==> config.mk <==
export PLATFORM = sky130hd
export DESIGN_NAME = dmac_regfile
export DESIGN_NICKNAME = d
export VERILOG_FILES = /design/src/rtl/dmac_pkg.sv /design/src/rtl/dmac_ctrl_regs.sv /design/src/rtl/dmac_chan_regs.sv /design/src/rtl/dmac_regfile.sv
export SDC_FILE = /design/constraint.sdc
export NUM_CORES = 1
export LEC_CHECK = 0
export ABC_AREA = 1
export BUFFER_PORTS_ARGS = -buffer_cell sky130_fd_sc_hd__buf_4
export CAP_MARGIN = 20
export CORE_MARGIN = 2
export CORE_UTILIZATION = 41
export CTS_BUF_LIST = sky130_fd_sc_hd__clkbuf_16
export DETAILED_ROUTE_END_ITERATION = 10
export GPL_TIMING_DRIVEN = 0
export PLACE_DENSITY = 0.7
export SYNTH_ARGS = -nofsm -noshare
export SYNTH_HDL_FRONTEND = slang
export SYNTH_HIERARCHICAL = 1
export SYNTH_SLANG_ARGS = --single-unit
==> constraint.sdc <==
create_clock -name clk -period 5.5 [get_ports clk]
set_clock_uncertainty 0.15 [all_clocks]
set_input_delay 1.65 -clock clk [delete_from_list [all_inputs] [get_ports clk]]
set_output_delay 1.65 -clock clk [all_outputs]
set_load 0.05 [all_outputs]
==> src/rtl/dmac_pkg.sv <==
package dmac_pkg;
    localparam int NUM_CH = 4;
    localparam int CH_W   = $clog2(NUM_CH);
    localparam int OFF_W  = 4;

    localparam logic [OFF_W-1:0] OFF_CMD_STAT = 4'h8;
    localparam logic [OFF_W-1:0] OFF_REQ      = 4'h9;
    localparam logic [OFF_W-1:0] OFF_PTR_CLR  = 4'hC;
    localparam logic [OFF_W-1:0] OFF_MCLR     = 4'hD;
    localparam logic [OFF_W-1:0] OFF_MASK_CLR = 4'hE;
    localparam logic [OFF_W-1:0] OFF_MASK_RD  = 4'hF;

    localparam int REQ_FLAG_BIT = 2;
endpackage

==> src/rtl/dmac_ctrl_regs.sv <==
module dmac_ctrl_regs
    import dmac_pkg::*;
#(
    parameter int BUS_W = 8
) (
    input  logic               clk,
    input  logic               rst_n,
    input  logic               wr,
    input  logic [OFF_W-1:0]   off,
    input  logic [BUS_W-1:0]   wdata,
    output logic               ptr_next_o,
    output logic               ptr_o,
    output logic [NUM_CH-1:0]  mask_o,
    output logic [BUS_W-1:0]   cmd_o,
    output logic [2*NUM_CH-1:0] stat_o
);
    typedef struct packed {
        logic                ptr;
        logic [NUM_CH-1:0]   mask;
        logic [BUS_W-1:0]    cmd;
        logic [2*NUM_CH-1:0] stat;
    } ctrl_t;

    ctrl_t ctl_d, ctl_q;

    always_comb begin
        ctl_d = ctl_q;
        if (wr) begin
            if (!off[OFF_W-1]) begin
                ctl_d.ptr = ~ctl_q.ptr;
            end else begin
                unique case (off)
                    OFF_CMD_STAT: ctl_d.cmd = wdata;
                    OFF_REQ:      ctl_d.stat[NUM_CH + int'(wdata[CH_W-1:0])] = wdata[REQ_FLAG_BIT];
                    OFF_PTR_CLR:  ctl_d.ptr = 1'b0;
                    OFF_MCLR: begin
                        ctl_d.ptr  = 1'b0;
                        ctl_d.stat = '0;
                        ctl_d.cmd  = '0;
                        ctl_d.mask = '1;
                    end
                    OFF_MASK_CLR: ctl_d.mask = '0;
                    default: ;
                endcase
            end
        end
    end

    always_ff @(posedge clk or negedge rst_n) begin
        if (!rst_n) begin
            ctl_q.ptr  <= 1'b0;
            ctl_q.mask <= '1;
            ctl_q.cmd  <= '0;
            ctl_q.stat <= '0;
        end else begin
            ctl_q <= ctl_d;
        end
    end

    assign ptr_next_o = ctl_d.ptr;
    assign ptr_o      = ctl_q.ptr;
    assign mask_o     = ctl_q.mask;
    assign cmd_o      = ctl_q.cmd;
    assign stat_o     = ctl_q.stat;


    ptr_toggle_chk: assert property (@(posedge clk) disable iff (!rst_n)
        (wr && !off[OFF_W-1]) |=> (ptr_o != $past(ptr_o)));


    master_clear_chk: assert property (@(posedge clk) disable iff (!rst_n)
        (wr && off == OFF_MCLR) |=> (!ptr_o && stat_o == '0 && cmd_o == '0 && mask_o == '1));


    mask_clear_chk: assert property (@(posedge clk) disable iff (!rst_n)
        (wr && off == OFF_MASK_CLR) |=> (mask_o == '0 && $stable(stat_o) && $stable(cmd_o)));


    ptr_clear_chk: assert property (@(posedge clk) disable iff (!rst_n)
        (wr && off == OFF_PTR_CLR) |=> (!ptr_o && $stable(mask_o) && $stable(stat_o) && $stable(cmd_o)));


    request_bit_chk: assert property (@(posedge clk) disable iff (!rst_n)
        (wr && off == OFF_REQ) |=>
            (stat_o[NUM_CH + int'($past(wdata[CH_W-1:0]))] == $past(wdata[REQ_FLAG_BIT])));


    request_low_nibble_chk: assert property (@(posedge clk) disable iff (!rst_n)
        stat_o[NUM_CH-1:0] == '0);
endmodule

==> src/rtl/dmac_chan_regs.sv <==
module dmac_chan_regs #(
    parameter int REG_W = 16,
    parameter int BUS_W = 8
) (
    input  logic             clk,
    input  logic             rst_n,
    input  logic             wr_addr,
    input  logic             wr_cnt,
    input  logic             ptr_next,
    input  logic [BUS_W-1:0] wdata,
    output logic [REG_W-1:0] base_addr_o,
    output logic [REG_W-1:0] cur_addr_o,
    output logic [REG_W-1:0] base_cnt_o,
    output logic [REG_W-1:0] cur_cnt_o
);
    typedef struct packed {
        logic [REG_W-1:0] base_addr;
        logic [REG_W-1:0] cur_addr;
        logic [REG_W-1:0] base_cnt;
        logic [REG_W-1:0] cur_cnt;
    } chan_t;

    chan_t ch_d, ch_q;

    function automatic logic [REG_W-1:0] merge_byte(
        input logic [REG_W-1:0] old_val,
        input logic             low_phase,
        input logic [BUS_W-1:0] b
    );
        logic [REG_W-1:0] wide;
        wide = REG_W'(b);
        if (low_phase) return wide;
        return old_val | (wide << BUS_W);
    endfunction

    always_comb begin
        ch_d = ch_q;
        if (wr_addr) begin
            ch_d.base_addr = merge_byte(ch_q.base_addr, ptr_next, wdata);
            ch_d.cur_addr  = ch_d.base_addr;
        end
        if (wr_cnt) begin
            ch_d.base_cnt = merge_byte(ch_q.base_cnt, ptr_next, wdata);
            ch_d.cur_cnt  = ch_d.base_cnt;
        end
    end

    always_ff @(posedge clk or negedge rst_n) begin
        if (!rst_n) ch_q <= '0;
        else        ch_q <= ch_d;
    end

    assign base_addr_o = ch_q.base_addr;
    assign cur_addr_o  = ch_q.cur_addr;
    assign base_cnt_o  = ch_q.base_cnt;
    assign cur_cnt_o   = ch_q.cur_cnt;


    first_byte_clears_high_chk: assert property (@(posedge clk) disable iff (!rst_n)
        (wr_addr && ptr_next) |=> (base_addr_o[REG_W-1:BUS_W] == '0));


    second_byte_keeps_low_chk: assert property (@(posedge clk) disable iff (!rst_n)
        (wr_cnt && !ptr_next) |=> (base_cnt_o[BUS_W-1:0] == $past(base_cnt_o[BUS_W-1:0])));


    cur_addr_reload_chk: assert property (@(posedge clk) disable iff (!rst_n)
        wr_addr |=> (cur_addr_o == base_addr_o));


    cur_cnt_reload_chk: assert property (@(posedge clk) disable iff (!rst_n)
        wr_cnt |=> (cur_cnt_o == base_cnt_o));


    idle_stable_chk: assert property (@(posedge clk) disable iff (!rst_n)
        (!wr_addr && !wr_cnt) |=> ($stable(base_addr_o) && $stable(base_cnt_o)));
endmodule

==> src/rtl/dmac_regfile.sv <==
module dmac_regfile
    import dmac_pkg::*;
#(
    parameter int REG_W = 16,
    parameter int BUS_W = 8
) (
    input  logic                    clk,
    input  logic                    rst_n,
    input  logic                    bus_wr,
    input  logic [OFF_W-1:0]        bus_off,
    input  logic [BUS_W-1:0]        bus_wdata,
    output logic [BUS_W-1:0]        bus_rdata,
    output logic [NUM_CH*REG_W-1:0] base_addr_o,
    output logic [NUM_CH*REG_W-1:0] cur_addr_o,
    output logic [NUM_CH*REG_W-1:0] base_cnt_o,
    output logic [NUM_CH*REG_W-1:0] cur_cnt_o,
    output logic [NUM_CH-1:0]       mask_o,
    output logic [BUS_W-1:0]        cmd_o,
    output logic [2*NUM_CH-1:0]     status_o,
    output logic                    byte_ptr_o
);
    logic ptr_next;

    dmac_ctrl_regs #(.BUS_W(BUS_W)) ctrl_i (
        .clk        (clk),
        .rst_n      (rst_n),
        .wr         (bus_wr),
        .off        (bus_off),
        .wdata      (bus_wdata),
        .ptr_next_o (ptr_next),
        .ptr_o      (byte_ptr_o),
        .mask_o     (mask_o),
        .cmd_o      (cmd_o),
        .stat_o     (status_o)
    );

    for (genvar ch = 0; ch < NUM_CH; ch++) begin : g_chan
        logic sel;
        assign sel = bus_wr && !bus_off[OFF_W-1] && (bus_off[CH_W:1] == CH_W'(ch));

        dmac_chan_regs #(.REG_W(REG_W), .BUS_W(BUS_W)) chan_i (
            .clk         (clk),
            .rst_n       (rst_n),
            .wr_addr     (sel && !bus_off[0]),
            .wr_cnt      (sel &&  bus_off[0]),
            .ptr_next    (ptr_next),
            .wdata       (bus_wdata),
            .base_addr_o (base_addr_o[ch*REG_W +: REG_W]),
            .cur_addr_o  (cur_addr_o [ch*REG_W +: REG_W]),
            .base_cnt_o  (base_cnt_o [ch*REG_W +: REG_W]),
            .cur_cnt_o   (cur_cnt_o  [ch*REG_W +: REG_W])
        );
    end

    always_comb begin
        bus_rdata = '0;
        unique case (bus_off)
            OFF_CMD_STAT: bus_rdata = BUS_W'(status_o);
            OFF_MCLR:     bus_rdata = '0;
            OFF_MASK_RD:  bus_rdata = BUS_W'(mask_o);
            default:      bus_rdata = '0;
        endcase
    end


    temp_reads_zero_chk: assert property (@(posedge clk) disable iff (!rst_n)
        (bus_off == OFF_MCLR) |-> (bus_rdata == '0));


    unused_write_ignored_chk: assert property (@(posedge clk) disable iff (!rst_n)
        (bus_wr && (bus_off == 4'hA || bus_off == 4'hB || bus_off == OFF_MASK_RD)) |=>
            ($stable(mask_o) && $stable(cmd_o) && $stable(status_o) && $stable(byte_ptr_o)
             && $stable(base_addr_o) && $stable(base_cnt_o)));


    cmd_load_chk: assert property (@(posedge clk) disable iff (!rst_n)
        (bus_wr && bus_off == OFF_CMD_STAT) |=> (cmd_o == $past(bus_wdata)));
endmodule

==> results of run 1 <==
==> per-layer routing <==
| metal | up-vias | wire length (µm) | GRT usage [%] |
|---|---|---|---|
| met5 | - | 0 | 0 |
| li1 | 3148 | - | - |
| met2 | 212 | 10300 | 37.3 |
| met4 | 0 | 288 | 6.31 |
| met1 | 2907 | 8370 | 28.0 |
| met3 | 19 | 1370 | 4.74 |
==> cell type report <==
| class | count | area share [%] |
|---|---|---|
| multi-input combinational | 434 | 17.6 |
| clock inverter | 15 | 2.06 |
| timing repair buffer | 301 | 22.0 |
| buffer | 152 | 11.0 |
| clock buffer | 17 | 4.08 |
| inverter | 154 | 5.54 |
| tap | 225 | 2.70 |
| sequential | 146 | 35.0 |
==> synth_stat cells, drive strengths merged <==
cell     n
nand2  316
inv    154
buf    152
dfrtp  145
o21ai   68
nand3   25
nor2    20
a21oi    3
nor3     2
dfstp    1
==> critical path: cells and delay by family <==
family | cells | cell delay, ns
AND/OR/NAND/NOR | 3 | 0.63
buffers and inverters | 2 | 0.41
==> state kept, by name (all words and copies together) (netlist names) <==
| signal | count |
|---|---|
| ctrl_i/cmd_o | 8 |
| ctrl_i/stat_o | 8 |
| ctrl_i/ptr_o | 1 |
| g_chan.chan_i/base_cnt_o | 64 |
| g_chan.chan_i/cur_addr_o | 64 |
| ctrl_i/mask_o | 1 |
==> where the power goes <==
part / switching, µW / internal, µW
Combinational: 2730 / 1250
Sequential: 278 / 1370
Clock: 453 / 802
Total: 3460 / 3430
==> cell families after synthesis <==
family / share of synthesized area, %
AOI/OAI and AO/OA: 4.98
DFF: 50.7
and+or+nand+nor: 20.4
buffers and inverters: 24.0
==> through the flow <==
step | util (%) | cells | power, µW
after floorplan | - | 886 | 4490
after global routing | 60.5 | 1444 | 7190
final | 60.5 | 1444 | 6890
after global placement | 56.5 | 1410 | 5620
after detailed placement | 56.8 | 1412 | 5670
after CTS | 60.5 | 1444 | 6950
==> final timing paths <==
path,cells past startpoint,start,endpoint,slack [ns]
max in group asynchronous,2,rst_n,ctrl_i/mask_o[2]$_DFFE_PN1P_,3.27
setup reg to reg,8,ctrl_i/ptr_o$_DFF_PN0_,g_chan[0].chan_i/cur_addr_o[6]$_DFFE_PN0P_,3.69
min in group asynchronous,1,rst_n,g_chan[2].chan_i/base_cnt_o[5]$_DFFE_PN0P_,1.09
hold reg to reg,2,ctrl_i/stat_o[1]$_DFFE_PN0P_,ctrl_i/stat_o[1]$_DFFE_PN0P_,0.34
hold / removal,2,ctrl_i/stat_o[1]$_DFFE_PN0P_,ctrl_i/stat_o[1]$_DFFE_PN0P_,0.34
setup / recovery,5,bus_off[0],bus_rdata[7],1.01
==> results.md, run 1 <==
- The clock net in this run drives a total of 146 sinks.
- In this run the vertical extent of the chip is 137 µm.
- sky130_fd_sc_hd__dfrtp_1 takes more of the synthesized area than any other cell.
- The via count of the first global-routing pass was just under 6000.
- Once layout is done, the placed cells without fillers occupy 10400 µm².
- The sum of negative setup slack is 0 ns.
- The net count of the mapped netlist is around 900.
- After synthesis, the cell types taking the most area are sky130_fd_sc_hd__dfrtp_1, sky130_fd_sc_hd__nand2_1, sky130_fd_sc_hd__buf_4.
- For this block, the routed nets add up to 20300 µm of wire.
- The routed wirelength normalized by instance count is roughly 14 µm.
- The number of top-level pins is 300.
- At the pin with the least slew margin, the transition time is 0.689 ns.
- The run finished with clean final reports.
- The count of endpoints failing hold in the final timing report is 0.
- Prior to clock tree synthesis, the placed netlist has a worst setup slack of 1.03 ns.
- The row count is 48.
- The cell sitting at the root of the clock tree is a sky130_fd_sc_hd__clkbuf_16.
- For this block, the via count after detailed routing is around 6300.
- The critical path data required time is 3.70 ns.
- Counting flops and latches in the post-synthesis netlist gives 146.
- Synthesis handed over a netlist of between 800 and 900 instances.
- The number of buffers between clock root and the deepest sink is 2.
- The die covers about 19000 µm².
- Of the cells placed in the final design, the portion with a size suffix greater than 1 is 41.9%.
- The tightest min-delay check is of the flip-flop to flip-flop type.
- The area growth from synthesis to layout is 44.6%.
- In this run the tool buffered the top-level ports with 299 buffer cells.
- The cell repeated most along the worst path is sky130_fd_sc_hd__buf_4.
- Clock latency on the worst-skew pair, taken at its later pin, is about 0.41 ns.
- The total of max-cap violations is 0.
- The average cell area after synthesis is between 8 and 9 µm².
- The final-layout fill cell count is 1555.
- The largest net degree at the start of global routing is 75.
- The area inside the core boundary is ~17000 µm².
- STA classifies the critical path endpoint as an output port.
- Dividing the final minimum period by the clock period gives between 80% and 90%.
- The maximum vdd drop is 0.362 mV.
- Setup repair after global routing left no endpoint under its margin.
- The number of buffers added by the clock tree synthesis step is 17.
- The share of the Yosys chip area taken by registers is 50.7%.
- The share of the synthesized area in the top cell type is 50.3%.
- The number of iterations in the first detailed-routing pass is 5.
- The H-tree was split into 4 levels.
- The leading cell type in the layout, fill and taps excluded is sky130_fd_sc_hd__buf_4.
- The total power divided by cell area is between 600 and 700 nW/µm².
- The number of buffers inserted by hold repair at cts is 0.
- The initial antenna violation count is 0.
- The routability congestion estimate from global placement is 0.780.
- In this run the post-CTS setup repair buffer count came out at 0.
- The critical path is of the primary input to output port type.
- The antenna diode instance count is 0.
- The instance area after placement is approximately 9800 µm².
- The detailed router's first-iteration violation count is 261.
- After global routing the overflow that remains totals 0.
- For this configuration, the core starts out at a cell density of 41.8%.
- Hold timing on the final database bottoms out at a slack of 0.339 ns.
- Setup slack closes at 1.01 ns.
- The final count of pins violating max slew came to 0.
- The cell type of the slowest stage on the worst timing path is sky130_fd_sc_hd__nor2_2.
- The wire-length estimate of the detail-placed layout is 14600 µm.
- The data arrival at the endpoint of the critical path is 2.69 ns.
- After detailed routing, the number of remaining DRC violations is 0.
- The die extent in x is 137 µm.
- The multi-input gate area in the final layout is 1830 µm².
- TritonCTS built the clock tree.
- Walking the worst path, the cells encountered are buf_4 -> nor2_2 -> nand2_2 -> nor2_1 -> buf_4.
- For this run, the total global-route usage over all layers was measured as 21.9%.
- The clock-pin slew on the worst setup and hold paths is 0.06 ns.
- In the final design database the tool counted approximately 1200 nets.
- On the worst path, the slowest cell contributes a delay of about 0.26 ns.
- The shortest period the worst path allows is 4.49 ns.
- The launching element type of the critical path is a primary input.
- The first global-routing pass estimated between 30000 and 40000 µm of wire.
- The register cell area after layout is roughly 3700 µm².
- The static power due to leakage is roughly 0.006 µW.
- The final-report setup violation count is 0.
- The post-detailed-route via-to-cell ratio is roughly 4.4.
- The number of instances resized during post-cts repair is 0.
- In this run the remaining antenna-violating nets after routing total 0.
- The worst-path maximum fanout is 9.
- The post-synth design cell area is 7210 µm².
- The library cells used most frequently in the layout, excluding fill and tap cells, are sky130_fd_sc_hd__buf_4, sky130_fd_sc_hd__nand2_1, sky130_fd_sc_hd__inv_1, sky130_fd_sc_hd__dfrtp_1, sky130_fd_sc_hd__o21ai_1.
- Yosys printed 6 warnings.
- Based on the critical path, the design can be clocked at up to 0.223 GHz.
- The worst slew margin relative to its limit is 54.1%.
- In this run, distinct cell masters in the synthesized netlist total 20.
No activity file was read; power rests on OpenSTA's default activity.
==> run 2, diff against run 1 <==
--- a/config.mk
+++ b/config.mk
@@ -13,7 +13,7 @@
 export CTS_BUF_LIST = sky130_fd_sc_hd__clkbuf_16
 export DETAILED_ROUTE_END_ITERATION = 10
 export GPL_TIMING_DRIVEN = 0
-export PLACE_DENSITY = 0.7
+export PLACE_DENSITY = 0.73
 export SYNTH_ARGS = -nofsm -noshare
 export SYNTH_HDL_FRONTEND = slang
 export SYNTH_HIERARCHICAL = 1
==> constraint.sdc (replaced) <==
create_clock -name clk -period 4.1 [get_ports clk]
set_clock_uncertainty 0.15 [all_clocks]
set_input_delay 1.23 -clock clk [delete_from_list [all_inputs] [get_ports clk]]
set_output_delay 1.23 -clock clk [all_outputs]
set_load 0.05 [all_outputs]
==> run 2 against run 1 <==
Design area decreased by 0.96%. Core utilization decreased by 0.58 points. Final cell count unchanged. Critical path depth unchanged. Critical path type unchanged. Largest power group unchanged.
==> results.md, run 2 (synthesis gave the netlist of run 1 again) <==
- The final critical path takes up 84.9% of the cycle.
- The die extent in x is between 100 and 150 µm.
- The maximum vdd drop is around 0.52 mV.
- The sum of negative setup slack is 0 ns.
- The worst-path maximum fanout is 9.
- The initial standard-cell utilization of the core is 41.8%.
- The transition time of the tightest slew-check pin is 0.632 ns.
- Once layout is complete, the cells apart from fillers number 1444.
- The final count of pins violating max slew came to 0.
- The antenna diode instance count is 0.
- Entering global routing, the biggest net connects 98 pins.
- The number of buffers added by the clock tree synthesis step is 17.
- Based on the critical path, the design can be clocked at up to 0.287 GHz.
- The number of instances resized during post-cts repair is 0.
- In this run the static leakage power is roughly 0.006 µW.
- For this run the aggregate overflow at the end of global routing stands at 0.
- The remaining routing DRC violations is 0.
- Setup repair after global routing left no endpoint under its margin.
- The final hold slack is 0.346 ns.
- The number of top-level pins is 300.
- Summing all placed instances gives a cell area of 9780 µm².
- For the worst setup path, the data required time is 2.72 ns.
- The endpoint kind of the worst setup timing path is an output port.
- Once placement completed, the tool counted placed cells totaling 1412.
- The post-route cell area is 10300 µm².
- In this run the tightest slew margin relative to its limit is 57.9%.
- The remaining antenna violation count after routing is 0.
- The number of hold buffers added after CTS was 0.
- The number of buffers between clock root and the deepest sink is 2.
- Clock-pin slew was measured on the worst setup and hold paths at 0.06 ns.
- Wires add up to approximately 20000 µm.
- The initial antenna violation count was 0.
- The data arrival at the endpoint of the critical path is roughly 2.1 ns.
- The floorplan step defined a die boundary enclosing 18700 µm².
- In this run the clock root is driven by a sky130_fd_sc_hd__clkbuf_16.
- The post-detailed-route via-to-cell ratio is 4.39.
- The launching element type of the critical path is a primary input.
- TritonCTS built the clock tree.
- The top cell types in the final layout, fill and taps aside, are sky130_fd_sc_hd__buf_4, sky130_fd_sc_hd__nand2_1, sky130_fd_sc_hd__inv_1, sky130_fd_sc_hd__dfrtp_1, sky130_fd_sc_hd__o21ai_1.
- The total power divided by cell area is 871 nW/µm².
- The critical setup path kind is primary input to output port.
- The layout has 1501 filler cells.
- In the final layout, the multi-input gates occupy 1830 µm².
- Subtracting the final worst setup slack from the clock period gives 3.48 ns.
- The final layout contains ~1200 nets.
- In this run the worst hold path is classified as flip-flop to flip-flop.
- Cells with a size suffix above 1 make up 41.8% of the layout.
- The first global-routing pass estimated just over 30000 µm of wire.
- The detailed router's first-iteration violation count is approximately 360.
- Relative to the synthesized area, the layout overhead comes to 43.2%.
- The total via count in the routed design is 6343.
- For this run, the total global-route usage over all layers was measured as 21.2%.
- The via count of the first global-routing pass is 5680.
- The die outline height is approximately 140 µm.
- Detailed placement finished with a half-perimeter wire length of 14300 µm.
- The final-report setup violation count is 0.
- The flow ran to the end, and the final reports show no timing, DRC or antenna violations.
- The number of clock sinks is roughly 150.
- The tool flagged a number of max-cap violations equal to 0.
- At the end of routability-driven placement, the weighted congestion stood at about 0.78.
- Row generation in the floorplan step produced between 40 and 50 rows.
- The routed wirelength normalized by instance count is 13.8 µm.
- The register cell area after layout is 3650 µm².
- The count of buffers added by post-CTS timing repair for setup is 0.
- The number of H-tree levels is 4.
- At the later pin of the worst-skew pair, clock insertion delay measures 0.41 ns.
- Input and output buffers added on the ports amount to 299.
- The area inside the core boundary is 17200 µm².
- Before antenna repair, the detailed router went through 4 iterations.
- The count of endpoints failing hold in the final timing report is 0.
- The leading cell type in the layout, fill and taps excluded is sky130_fd_sc_hd__buf_4.
## run 2: power breakdown
part / switching [µW] / internal (µW)
Sequential: 377 / 1840
Clock: 610 / 827
Combinational: 3660 / 1680
Total: 4650 / 4350
## run 2: layout make-up
cell class	instances	share of cell area, %
Timing Repair Buffer	301	22.1
Clock buffer	17	4.12
Clock inverter	15	1.15
Sequential cell	146	35.4
Inverter	154	5.60
Buffer	152	11.1
Multi-Input combinational cell	434	17.7
Tap cell	225	2.73
## run 2: worst paths after layout
kind | slack [ns] | end | from | cells after the start
worst min-delay path | 0.35 | ctrl_i/stat_o[2]$_DFFE_PN0P_ | ctrl_i/stat_o[2]$_DFFE_PN0P_ | 2
max in group asynchronous | 2.36 | ctrl_i/stat_o[6]$_DFFE_PN0P_ | rst_n | 2
worst min register to register | 0.35 | ctrl_i/stat_o[2]$_DFFE_PN0P_ | ctrl_i/stat_o[2]$_DFFE_PN0P_ | 2
worst max-delay path | 0.62 | bus_rdata[7] | bus_off[0] | 5
worst max register to register | 2.11 | g_chan[1].chan_i/cur_addr_o[6]$_DFFE_PN0P_ | ctrl_i/ptr_o$_DFF_PN0_ | 8
min in group asynchronous | 0.58 | g_chan[1].chan_i/cur_addr_o[8]$_DFFE_PN0P_ | rst_n | 1
## run 2: per-layer routing
layer / global-route usage (%) / vias up / share of wire [%]
li1: - / 3146 / -
met1: 28.1 / 2953 / 42
met2: 35.1 / 225 / 50
met3: 4.67 / 19 / 7.6
met4: 5.84 / 0 / 1.0
met5: 0 / - / 0
## run 2: critical path, stage by stage
cell and delay (ns):
sky130_fd_sc_hd__buf_4 0.16, sky130_fd_sc_hd__nor2_2 0.23, sky130_fd_sc_hd__nand2_2 0.14, sky130_fd_sc_hd__nor2_1 0.11
sky130_fd_sc_hd__buf_4 0.21
## run 2: per-stage QoR
| step | total power [µW] | utilization (%) | setup WS (ns) |
|---|---|---|---|
| floorplan | 6020 | - | 0.558 |
| global placement | 7530 | 56.5 | 0.115 |
| detailed placement | 7600 | 56.8 | 0.600 |
| CTS | 9060 | 59.9 | 0.593 |
| global route | 9390 | 59.9 | 0.493 |
| finish | 8990 | 59.9 | 0.618 |
